[src/rtl/ringwr_pkg.sv]
package ringwr_pkg;

  // Occupancy of one outgoing channel holding register.
  typedef enum logic {
    SLOT_FREE = 1'b0,
    SLOT_HELD = 1'b1
  } slot_state_e;

endpackage

[src/rtl/rw_slot_addr.sv]
module rw_slot_addr #(
  parameter int          ADDR_W    = 32,
  parameter int          PTR_W     = 5,
  parameter logic [63:0] BASE_ADDR = 64'd0
) (
  input  logic [PTR_W-1:0]  ptr,
  output logic [ADDR_W-1:0] addr
);

  localparam logic [ADDR_W-1:0] BASE_W = ADDR_W'(BASE_ADDR);

  // Ring slot address: fixed base plus the controller's pointer.
  assign addr = BASE_W + ADDR_W'(ptr);

endmodule

[src/rtl/rw_hold_chan.sv]
module rw_hold_chan
  import ringwr_pkg::*;
#(
  parameter int W = 32
) (
  input  logic         clk,
  input  logic         rst_n,
  input  logic         load,
  input  logic [W-1:0] load_val,
  input  logic         ready,
  output logic         valid,
  output logic [W-1:0] payload
);

  slot_state_e  st_q, st_d;
  logic [W-1:0] pay_q;
  logic         pay_en;

  // Next state: a held beat leaves on ready, a new beat enters on load.
  always_comb begin
    st_d   = st_q;
    pay_en = load;
    if (st_q == SLOT_HELD && ready) st_d = SLOT_FREE;
    if (load)                       st_d = SLOT_HELD;
  end

  always_ff @(posedge clk or negedge rst_n) begin
    if (!rst_n) begin
      st_q  <= SLOT_FREE;
      pay_q <= '0;
    end else begin
      st_q <= st_d;
      if (pay_en) pay_q <= load_val;
    end
  end

  assign valid   = (st_q == SLOT_HELD);
  assign payload = pay_q;

  AST_LOAD_WHEN_FREE: assert property (@(posedge clk) disable iff (!rst_n)
    load |-> !valid);

endmodule

[src/rtl/rw_issue_ctrl.sv]
module rw_issue_ctrl (
  input  logic clk,
  input  logic rst_n,
  input  logic cmd_valid,
  input  logic cmd_ready,
  input  logic dat_valid,
  input  logic dat_ready,
  output logic busy,
  output logic word_done
);

  logic cmd_left, dat_left, finishing;
  logic done_q, done_d;

  // A word finishes in the cycle where nothing outstanding remains unaccepted.
  always_comb begin
    cmd_left  = cmd_valid & ~cmd_ready;
    dat_left  = dat_valid & ~dat_ready;
    finishing = (cmd_valid | dat_valid) & ~cmd_left & ~dat_left;
    done_d    = finishing;
  end

  always_ff @(posedge clk or negedge rst_n) begin
    if (!rst_n) done_q <= 1'b0;
    else        done_q <= done_d;
  end

  assign word_done = done_q;
  // The strobe cycle also blocks input so the pointer can advance first.
  assign busy      = cmd_valid | dat_valid | done_q;

  AST_STROBE_AFTER_WORD: assert property (@(posedge clk) disable iff (!rst_n)
    done_q |-> $past(cmd_valid || dat_valid));
  AST_STROBE_ONE_CYCLE: assert property (@(posedge clk) disable iff (!rst_n)
    done_q |=> !done_q);

endmodule

[src/rtl/ring_stream_writer.sv]
module ring_stream_writer #(
  parameter int          DATA_W    = 32,
  parameter int          ADDR_W    = 32,
  parameter int          PTR_W     = 5,
  parameter logic [63:0] BASE_ADDR = 64'd8
) (
  input  logic              clk,
  input  logic              rst_n,
  input  logic              in_valid,
  output logic              in_ready,
  input  logic [DATA_W-1:0] in_data,
  input  logic [PTR_W-1:0]  ctl_wr_ptr,
  input  logic              ctl_writable,
  output logic              ctl_wr_strobe,
  output logic              mem_cmd_valid,
  input  logic              mem_cmd_ready,
  output logic              mem_cmd_we,
  output logic [ADDR_W-1:0] mem_cmd_addr,
  output logic              mem_wdata_valid,
  input  logic              mem_wdata_ready,
  output logic [DATA_W-1:0] mem_wdata
);

  localparam int CMD_W = ADDR_W + 1;

  logic [ADDR_W-1:0] slot_addr;
  logic [CMD_W-1:0]  cmd_load, cmd_held;
  logic              busy, accept;

  rw_slot_addr #(
    .ADDR_W   (ADDR_W),
    .PTR_W    (PTR_W),
    .BASE_ADDR(BASE_ADDR)
  ) u_addr (
    .ptr (ctl_wr_ptr),
    .addr(slot_addr)
  );

  assign in_ready = ctl_writable & ~busy;
  assign accept   = in_valid & in_ready;
  assign cmd_load = {1'b1, slot_addr};

  rw_hold_chan #(.W(CMD_W)) u_cmd (
    .clk     (clk),
    .rst_n   (rst_n),
    .load    (accept),
    .load_val(cmd_load),
    .ready   (mem_cmd_ready),
    .valid   (mem_cmd_valid),
    .payload (cmd_held)
  );

  rw_hold_chan #(.W(DATA_W)) u_dat (
    .clk     (clk),
    .rst_n   (rst_n),
    .load    (accept),
    .load_val(in_data),
    .ready   (mem_wdata_ready),
    .valid   (mem_wdata_valid),
    .payload (mem_wdata)
  );

  assign mem_cmd_we   = cmd_held[CMD_W-1];
  assign mem_cmd_addr = cmd_held[ADDR_W-1:0];

  rw_issue_ctrl u_issue (
    .clk      (clk),
    .rst_n    (rst_n),
    .cmd_valid(mem_cmd_valid),
    .cmd_ready(mem_cmd_ready),
    .dat_valid(mem_wdata_valid),
    .dat_ready(mem_wdata_ready),
    .busy     (busy),
    .word_done(ctl_wr_strobe)
  );

  AST_SLOT_ADDRESS: assert property (@(posedge clk) disable iff (!rst_n)
    accept |=> mem_cmd_addr == ADDR_W'(BASE_ADDR) + ADDR_W'($past(ctl_wr_ptr)));
  AST_NO_ISSUE_WHEN_FULL: assert property (@(posedge clk) disable iff (!rst_n)
    (!ctl_writable && !mem_cmd_valid && !mem_wdata_valid) |=> !mem_cmd_valid);
  AST_ACCEPT_LOADS_BOTH: assert property (@(posedge clk) disable iff (!rst_n)
    accept |=> mem_cmd_valid && mem_wdata_valid);
  AST_CMD_HOLD: assert property (@(posedge clk) disable iff (!rst_n)
    (mem_cmd_valid && !mem_cmd_ready) |=> mem_cmd_valid && mem_cmd_we && $stable(mem_cmd_addr));
  AST_DATA_HOLD: assert property (@(posedge clk) disable iff (!rst_n)
    (mem_wdata_valid && !mem_wdata_ready) |=> mem_wdata_valid && $stable(mem_wdata));

endmodule

[config.mk]
export PLATFORM = sky130hd
export DESIGN_NAME = ring_stream_writer
export DESIGN_NICKNAME = d
export VERILOG_FILES = /design/src/rtl/ringwr_pkg.sv /design/src/rtl/rw_slot_addr.sv /design/src/rtl/rw_hold_chan.sv /design/src/rtl/rw_issue_ctrl.sv /design/src/rtl/ring_stream_writer.sv
export SDC_FILE = /design/constraint.sdc
export NUM_CORES = 1
export LEC_CHECK = 0
export ABC_AREA = 1
export BUFFER_PORTS_ARGS = -buffer_cell sky130_fd_sc_hd__buf_2
export CAP_MARGIN = 20
export CORE_MARGIN = 2
export CORE_UTILIZATION = 44
export CTS_CLUSTER_DIAMETER = 120
export CTS_CLUSTER_SIZE = 10
export DETAILED_ROUTE_END_ITERATION = 10
export GPL_TIMING_DRIVEN = 0
export PLACE_DENSITY = 0.8
export SYNTH_ARGS = -nofsm -noshare
export SYNTH_HDL_FRONTEND = slang
export SYNTH_SLANG_ARGS = --single-unit
[constraint.sdc]
create_clock -name clk -period 1.38 [get_ports clk]
set_clock_uncertainty 0.2 [all_clocks]
set_input_delay 0 -clock clk [delete_from_list [all_inputs] [get_ports clk]]
set_output_delay 0 -clock clk [all_outputs]
set_load 0.02 [all_outputs]
* Word level (Yosys, flattened, before mapping)
Index checks and enable logic that the tools add are counted.
** Cells by class
- Add/subtract/negate cells :: 1
- Muxes and demuxes :: 4
- Bitwise operators :: 13
- Reduce and logical (&&, ||, !) cells :: 4
** Operator list (count)
- 4-bit by 5-bit adder with 6-bit output (first input constant) :: 1
- 1-bit bitwise AND :: 6
- 1-bit inverter :: 5
- 1-bit two-way mux :: 4
- 2-bit nonzero test :: 2
- 1-bit logical AND :: 2
- 1-bit bitwise OR :: 2
** Word-level totals
- Register bits :: 68
- Input port bits :: 43
- Output and inout port bits :: 69
- Logic and storage cells :: 27

* Depth between registers and ports, before layout
- Depth after elaboration :: 6
- Gate-level depth with buffers :: 6
- Gate-level depth less buffers :: 5

* Cells and area by module
From an unflattened synthesis, not the netlist that was laid out.
** Second synthesis, totals
- Cell total of the unflattened synthesis :: 332
- Area, all modules :: 2991.6 um2
** By module, submodules not included
- rw_hold_chan (u_cmd) :: times used 1, cells each 144, area an instance 1338.8 um2, sequential area each 850.8 um2
- rw_hold_chan (u_dat) :: times used 1, cells each 140, area an instance 1326.3 um2, sequential area each 825.8 um2
- rw_slot_addr :: times used 1, cells each 32, area an instance 237.7 um2, sequential area each 0.0 um2
- rw_issue_ctrl :: times used 1, cells each 10, area an instance 61.3 um2, sequential area each 25.0 um2
- ring_stream_writer :: times used 1, cells each 6, area an instance 27.5 um2, sequential area each 0.0 um2

* Worst setup path before layout
No wires, ideal clock.
- Path type :: reg-to-reg
- Start point :: register u_cmd.st_q, in the netlist u_cmd.valid
- End point :: register u_dat.pay_q[10], in the netlist u_dat.payload[10]
- Setup time :: 0.117 ns
- Arrival time :: 1.019 ns
- Required time :: 1.063 ns
- Setup slack :: 0.044 ns
- Cell stages (with the launch flop) :: 6
- Cells stage by stage :: dfrtp_1 nor2_4 nand3_4 buf_4 nand2_1 nand2_1
** Between the ends
- Word-level cells in the longest chain between the ends :: 5
** Ends and longest elaborated chain
- start: declaration :: RTL line rw_hold_chan.sv:15 : slot_state_e st_q, st_d;
- start signal: assignment :: RTL line rw_hold_chan.sv:32 : st_q <= st_d;
- 1-bit bitwise OR (2 in a row) :: RTL line rw_issue_ctrl.sv:30 : assign busy = cmd_valid | dat_valid | done_q;
- 1-bit inverter :: RTL line ring_stream_writer.sv:39 : assign in_ready = ctl_writable & ~busy;
- 1-bit bitwise AND :: RTL line ring_stream_writer.sv:39
- 1-bit bitwise AND :: RTL line ring_stream_writer.sv:40 : assign accept = in_valid & in_ready;
- end signal: assignment :: RTL line rw_hold_chan.sv:33 : if (pay_en) pay_q <= load_val;
- end: declaration :: RTL line rw_hold_chan.sv:16 : logic [W-1:0] pay_q;
No other way between the ends.
A chain may end at the register's enable or synchronous reset.

* Worst setup path after layout
- Start point :: register u_cmd.st_q, in the netlist u_cmd.valid
- End point :: register u_dat.pay_q[21], in the netlist u_dat.payload[21]
The elaborated chain is that of the path after synthesis.

==> metrics.md <==
| Metric | Value |
|---|---|
| Cells after Synth | `215` |
| Worst Setup End Kind | `flip-flop` |
| Sequential power share | `35.5%` |
| Initial antenna violation count | `0` |
| Most frequent cell after synthesis | `nand2_1` |
| Total wire length | `6270 um` |
| Worst VDD drop | `0.934 mV` |
| CP Launch Type | `flip-flop` |
| Switching power | `2730 uW` |
| Critical Path RT | `1.36 ns` |
| Status | `complete, but fails checks` |
| I/O Buffers | `85` |
| Final worst-path cycle share | `102%` |
| TritonRoute pass-1 iters | `4` |
| EDFF count, synth | `0` |
| HP Class | `in2reg` |
| Final Worst Setup Slack | `-0.0324 ns` |
| CTS tree | `built` |
| Number of global-route vias before repair | `roughly 2,000` |
| Critical path arrival | `1.39 ns` |
| Power Total | `between 6000 and 7000 uW` |
| Synth top area share | `52.6%` |
| Nets | `429` |
| Drt first-iter violations | `between 100 and 150` |
| Tmin final | `1.41 ns` |
| Die footprint | `0.00510 mm2` |
| Top FF cell, synth | `dfrtp_1` |
| Clock sink total | `42` |
| Synthesized cell area | `0.00200 mm2` |
| Synth warnings | `0` |
| Number of remaining DRC errors | `0` |
| ANT nets after route | `0` |
| Global-route wire length before repair | `about 9500 um` |
| PwrDens | `1840 mW/mm2` |
| Leak | `between 0.0015 and 0.002 uW` |
| Clock Power Share | `11.9%` |
| Final setup violation count | `22` |
| Max_cap viols | `0` |
| # diodes | `0` |
| CTS Buf Count | `5` |
| Worst-margin pin slew | `0.924 ns` |
| Share of layout cells above drive strength 1 | `about half` |
| Highest clock rate | `0.708 GHz` |
| Via density | `4.79` |
| Largest net degree at the start of global routing | `43` |
| Synth area leaders | `dfrtp_1 (53%), nand2_1 (14%), nand4_1 (12%), buf_4 (11%), buf_6 (2.8%)` |
| DR WL/cell | `14.3 um` |
| Die Height | `71.4 um` |
| Commonest cells post-synth | `nand2_1 (77), dfrtp_1 (42), nand4_1 (38)` |
| Deepest clock path buffer count | `2` |
| RSZ-0062 raised after global routing | `true` |
| H-tree levels | `2` |
| Core ar. | `between 0.004 and 0.005 mm2` |
| Final hold vios | `0` |
| Starting Density | `45.9%` |
| Max Slew Vio Count | `0` |
| Final RePlAce weighted congestion | `0.802` |
| Cell-internal power | `3380 uW` |
| Register bit total from synthesis | `42` |
| Comb pwr share | `52.6%` |
| CTS clk-pin slew, worst paths | `0.08 ns` |
| Vias | `2,093` |
| Area leader, netlist | `dfrtp_1` |
| Syn avg cell area | `9.29 um2` |
| Cell variety after synth | `15` |
| Clock latency on the worst-skew pair | `0.28 ns` |
| Synth async-reset ratio | `100%` |
| Switch share | `about 45%` |
| Slew margin rel. | `38.4%` |
| CP Max Fanout | `5` |
| Area growth syn-to-layout | `66.6%` |
| Die width | `71.4 um` |
| TNS Setup | `-0.255 ns` |
| Boundary Pins | `112` |
| Critical path type | `reg2reg` |
| Register area share after synthesis | `about 53%` |
| Post-DP HPWL | `3500 um` |
| Violated checks | `setup timing` |
| Rows | `24` |
| R2r setup slk | `-0.03 ns` |
| Root buf cell | `clkbuf_8` |
| Total gr overflow | `0` |
| Total GRT Usage | `a little under a quarter` |
final timing paths:
path                             startpoint                end  depth (start not counted)
max                             u_cmd.valid  u_dat.payload[21]                          6
min                                in_valid   u_dat.payload[7]                          5
max reg2reg                     u_cmd.valid  u_dat.payload[21]                          6
min reg2reg                u_cmd.payload[2]   u_cmd.payload[2]                          2
max in group asynchronous             rst_n   u_dat.payload[3]                          2
min in group asynchronous             rst_n  u_dat.payload[17]                          2
stage by stage:
step	cell area, um2	util (%)	setup WS, ns	cells	hold WS, ns
finish	3330	76.5	-0.0324	437	0.0147
global placement	2580	59.3	0.0361	377	-0.0265
detailed placement	2580	59.3	0.00638	377	-0.00493
floorplan	2090	-	0.0439	240	-0.496
CTS	3190	73.3	-0.0155	436	0.00404
global route	3330	76.5	-0.0914	437	0.0177
flip-flops by register name (all words and copies together) (netlist names):
register	count
u_dat.valid	1
u_cmd.payload	7
u_dat.payload	32
u_issue.word_done	1
u_cmd.valid	1
repair_timing:
action / in CTS / in global routing
resized for setup: 15 / 50
setup buffers: 7 / 1
gates cloned: 5 / 0
pin swaps: 4 / 2
endpoints found under the setup margin: 1 / 42
endpoints found under the hold margin: 83 / 0
hold buffers: 40 / 0
power groups by stage:
stage | clock [uW] | combinational [uW] | sequential [uW]
3_5_place_dp | 0 | 2620 | 2090
4_1_cts | 755 | 2950 | 2070
2_1_floorplan | 0 | 1000 | 2780
5_1_grt | 803 | 3450 | 2220
3_3_place_gp | 0 | 2550 | 2070
6_report | 730 | 3220 | 2170
worst max-delay path, cell delays in order, from the launching register on:
cell and delay, ns:
dfrtp_1 0.41, nor2_4 0.15, buf_6 0.14, nand3_4 0.12
buf_6 0.17, nand2_2 0.06, nand2_2 0.05
metal layers:
layer | global-route usage (%) | vias to the layer above | share of wire [%]
met5 | 0 | - | 0
met4 | 5.87 | 0 | 1.3
met3 | 5.06 | 10 | 6.4
met2 | 44.1 | 96 | 55
met1 | 27.1 | 986 | 37
li1 | - | 1001 | -
cell families after synthesis:
logic type	after synthesis	synth area share, %
adder cells (fa/ha/maj)	1	0.626
buffers and inverters	47	16.8
other	1	0.188
flip-flops	42	52.6
AND/OR/NAND/NOR	122	29.3
AO/OA/AOI/OAI	2	0.501
cells in the final DEF, fill, tap and decap left out, drive strengths merged:
cell type    netlist  layout
and2               1       1
buf               42     137
clkbuf             0       7
clkinv             0       2
conb               1      26
dfrtp             42      42
dlygate4sd3        0      40
ha                 1       1
inv                5       5
nand2             77      77
nand3              1       2
nand4             38      38
nor2               4       4
nor3               1       1
o21ai              2       2
area by class of cell:
type	count	area [um2]
plain buffers	42	338
clock buffers	5	68.8
clock inverters	2	10.0
fillers	304	1020
inverters	5	18.8
multi-input cells	152	833
flip-flops and latches	42	1050
well taps	52	65.1
repair buffers	137	945
No activity file was read; power rests on OpenSTA's default activity.
